--- config.mk ---
export PLATFORM = sky130hd
export DESIGN_NAME = phased_pair_shifter
export DESIGN_NICKNAME = d
export VERILOG_FILES = /design/src/rtl/phased_pair_shifter.sv
export SDC_FILE = /design/constraint.sdc
export NUM_CORES = 1
export LEC_CHECK = 0
export ABC_AREA = 1
export CORE_AREA = 2 2 39 41
export DETAILED_ROUTE_END_ITERATION = 7
export DIE_AREA = 0 0 41 43
export DONT_BUFFER_PORTS = 1
export GPL_TIMING_DRIVEN = 1
export PLACE_DENSITY_LB_ADDON = 0.12
export RECOVER_POWER = 100
export SYNTH_ARGS = -nofsm -noshare
export SYNTH_HDL_FRONTEND = slang
export SYNTH_SLANG_ARGS = --single-unit
--- constraint.sdc ---
create_clock -name clk -period 2.9 [get_ports clk]
set_input_delay 0.435 -clock clk [delete_from_list [all_inputs] [get_ports clk]]
set_output_delay 0.435 -clock clk [all_outputs]
set_load 0.03 [all_outputs]
--- src/rtl/phased_pair_shifter.sv ---
module phased_pair_shifter #(
  parameter int STAGES    = 8,
  parameter int PER_GROUP = 2
) (
  input  logic              clk,
  input  logic              rst,
  input  logic              din,
  output logic [STAGES-1:0] q,
  output logic [STAGES/PER_GROUP-1:0] phase_en,
  output logic              shift_done
);
  localparam int GROUPS = STAGES / PER_GROUP;
  localparam int CW     = (GROUPS > 1) ? $clog2(GROUPS) : 1;
  localparam logic [CW-1:0] LAST = CW'(GROUPS - 1);

  logic [CW-1:0]     cnt;
  logic [GROUPS-1:0] tail;

  always_ff @(posedge clk) begin
    if (rst)              cnt <= '0;
    else if (cnt == LAST) cnt <= '0;
    else                  cnt <= cnt + 1'b1;
  end

  assign phase_en   = GROUPS'(1) << cnt;
  assign shift_done = phase_en[GROUPS-1];

  for (genvar g = 0; g < GROUPS; g++) begin : g_grp
    logic [PER_GROUP-1:0] st;
    logic                 hold;
    logic                 up_bit;
    logic                 up_fire;

    if (g == 0) begin : g_src
      assign up_bit  = din;
      assign up_fire = phase_en[GROUPS-1];
    end else begin : g_src
      assign up_bit  = tail[g-1];
      assign up_fire = phase_en[g-1];
    end

    always_ff @(posedge clk) begin
      if (rst)          hold <= 1'b0;
      else if (up_fire) hold <= up_bit;
    end

    always_ff @(posedge clk) begin
      if (rst) st <= '0;
      else if (phase_en[g]) begin
        if (PER_GROUP > 1) st <= {st[PER_GROUP-2:0], hold} ;
        else               st <= hold;
      end
    end

    assign tail[g] = st[PER_GROUP-1];
    assign q[g*PER_GROUP +: PER_GROUP] = st;

    assert_idle_group_holds_R4: assert property (@(posedge clk) disable iff (rst)
      !phase_en[g] |=> $stable(q[g*PER_GROUP +: PER_GROUP]));

    assert_phase_order_R3: assert property (@(posedge clk) disable iff (rst)
      phase_en[g] |=> phase_en[(g + 1) % GROUPS]);
  end

  assert_one_phase_R2: assert property (@(posedge clk) disable iff (rst)
    $countones(phase_en) == 1);

  assert_done_on_last_R5: assert property (@(posedge clk) disable iff (rst)
    shift_done |=> !shift_done && phase_en[0]);

  assert_serial_entry_R6: assert property (@(posedge clk) disable iff (rst)
    shift_done |-> ##2 (q[0] == $past(din, 2)));

  assert_reset_state_R1: assert property (@(posedge clk)
    rst |=> (q == '0 && phase_en == GROUPS'(1) && !shift_done));
endmodule

==> results.py <==
metrics = {
    "status": {
        "status": "completed",
    },
    "detailed_routing": {
        "drtPass1Iterations": 3,
        "drt_wl_total_um": 950,
        "drcViolationCount": 0,
        "drt-wirelength-per-cell_um": 9.31,
        "drt-initial-drc-count": 7,
        "viasPerCell": 4.35,
        "dr_total_vias": 444,
        "detail-route-antenna-nets": 0,
    },
    "pwr": {
        "cell_internal_pwr_w": 0.000298,
        "power_switching_share_pct": 36.0,
        "p_clk_share_pct": 23.1,
        "leakage_nw": 0.293,
        "switching_power_w": 0.000168,
        "peakVddDrop_mv": 0.275,
        "p_comb_share_pct": 21.7,
        "power_frac_seq_pct": 55.2,
        "p_per_area_mw_per_mm2": 719,
    },
    "timing": {
        "worstMarginPinSlew_ps": 875,
        "min_period_over_period_pct": 64.1,
        "finalSetupViolCount": 0,
        "rsz0062_at_grt": "no",
        "finalCriticalPeriod_ps": 1860,
        "setup_tns_ps": 0,
        "slew_headroom_pct": 41.7,
        "fmaxAchievable_mhz": 538,
        "worst_clock_skew_ps": 0.388,
        "hold_violations": 0,
        "drv_slew": 0,
    },
    "die": {
        "placementRows": 14,
        "num_io_pins": 16,
        "core-area_sq_mm": 0.00138,
        "initial_core_util_pct": 45.8,
        "die_x_um": 41,
        "die_area_sq_mm": 0.00176,
        "die_h_um": 43,
    },
    "setup_path": {
        "cp_cell_sequence": "ha_1",
        "crit_buf_inv": 0,
        "cp-endpoint": "phase_en[3]",
        "max_stage_delay_ps": 760,
        "start_kind": "flip-flop",
        "worstPathMaxFanout": 10,
        "cpLargestDelayFamily": "adder cells",
        "r2r_cells": 4,
        "startpoint": "cnt[0]$_SDFF_PP0_",
        "r2r-start": "cnt[0]$_SDFF_PP0_",
        "crit_path_top_delay_cell": "ha_1",
        "r2r_slack_ps": 1390,
        "cp.depth": 1,
        "crit_type": "reg -> out",
        "cp.required_ps": 2470,
        "worstSetupEndpointType": "primary output",
        "r2r_end": "g_grp[3].st[0]$_SDFFE_PP0P_",
        "worstPathArrival_ps": 1430,
    },
    "logic_synthesis": {
        "synth-seq-cells": 14,
        "mappedNetlistNets": 93,
        "synth.distinct_cells": 12,
        "avgSynthCellArea_sq_um": 7.38,
        "syn_area_sq_um": 634,
        "ys.warnings.count": 0,
        "netlist_instances": 86,
        "synth.yosys.seq_area_share_pct": 44.2,
    },
    "layout": {
        "layout_commonest_cell": "nand2_1",
        "final_util_pct": 46.7,
        "final_cell_mix": "23 x nand2_1, 15 x nor2_1, 14 x inv_1, 14 x dfxtp_1, 9 x nor2_2",
        "nets": 95,
        "area_growth_pct": 1.97,
        "drive_above_1_share_pct": 16.3,
        "insertedDiodeCount": 0,
        "final_cells": 102,
    },
    "placed_design": {
        "port-buffer-count": 0,
        "dp_hpwl_um": 659,
        "dp_cells": 99,
        "gp_congestion": 0.633,
    },
    "cts": {
        "ctsResizeCount": 0,
        "cts_root_buffer": "clkbuf_4",
        "htreeDepth": 1,
        "cts_sinks": 14,
        "cts.path.max_buffers": 2,
        "ctsHoldBuffers": 0,
        "clk_pin_slew_ps": 80,
        "numCtsBuffers": 3,
        "clock_latency_ps": 270,
        "cts_tree": "yes",
        "cts_setup_buffers": 0,
    },
    "global_routing": {
        "overflow": 0,
        "grt_pass1_vias": 395,
        "grt_pass1_wl_um": 1440,
        "antenna_found_initial": 0,
        "grtUsageTotal_pct": 12.8,
        "grt_max_degree": 13,
    },
    "hold_path": {
        "hold_path.class": "in -> reg",
        "hold_start": "rst",
    },
    "run": {
        "maxCapViolCount": 0,
    },
}
[state kept, by name, summed over array words and instances (netlist names)]
name and flops:
cnt 2, g_grp.hold 4, g_grp.st 8
[per-stage QoR]
step / total power [W] / worst slack (ps) / hold slack (ps) / instance area [sq um]
2_1_floorplan: 0.000355 / 1500 / 448 / 634
3_3_place_gp: 0.000363 / 1390 / 461 / 624
3_5_place_dp: 0.000365 / 1340 / 479 / 624
4_1_cts: 0.000474 / 1020 / 209 / 647
5_1_grt: 0.000498 / 940 / 200 / 647
6_report: 0.000465 / 1040 / 222 / 647
[cell families after synthesis]
family	synth area share, %
flip-flops	44.2
AND/OR/NAND/NOR	34.3
buffers and inverters	13.6
adder cells (fa/ha/maj)	7.89
[layer usage]
layer	global-route usage, %	share of wire, %
met1	15.6	48
met2	16.6	42
met3	4.19	8.3
met4	12.0	1.2
met5	0	0
[cell type report]
cell class / instances / area, sq um
clock buffer: 3 / 22.5
sequential: 14 / 280
tap: 16 / 20.0
fill: 146 / 737
multi-input combinational: 54 / 268
inverter: 15 / 56.3
[worst min-delay path by stage]
stage                                       to  slack, ps  cells past startpoint
finish                       cnt[0]$_SDFF_PP0_        220                      1
global route                 cnt[0]$_SDFF_PP0_        200                      1
CTS                          cnt[0]$_SDFF_PP0_        210                      1
detailed placement  g_grp[0].hold$_SDFFE_PP0P_        480                      2
global placement             cnt[0]$_SDFF_PP0_        460                      1
floorplan                    cnt[0]$_SDFF_PP0_        450                      1
[power by group through the flow]
| stage | combinational, W | clock [W] | sequential [W] |
|---|---|---|---|
| floorplan | 0.0000967 | 0 | 0.000258 |
| global placement | 0.000102 | 0 | 0.000261 |
| detailed placement | 0.000103 | 0 | 0.000262 |
| CTS | 0.000104 | 0.000113 | 0.000257 |
| global route | 0.000115 | 0.000121 | 0.000261 |
| finish | 0.000101 | 0.000107 | 0.000257 |
[synthesized netlist by cell type]
master   count  area, sq um
nor2_2       9         56.3
buf_6        2         22.5
nor3b_1      1         7.51
dfxtp_1     14          280
inv_2        1         3.75
ha_1         4         50.1
nand2_2      1         6.26
nor2_1      15         56.3
inv_1       14         52.6
buf_4        1         7.51
nand2_1     23         86.3
nor3_1       1         5.00
No activity file was read; power rests on OpenSTA's default activity.
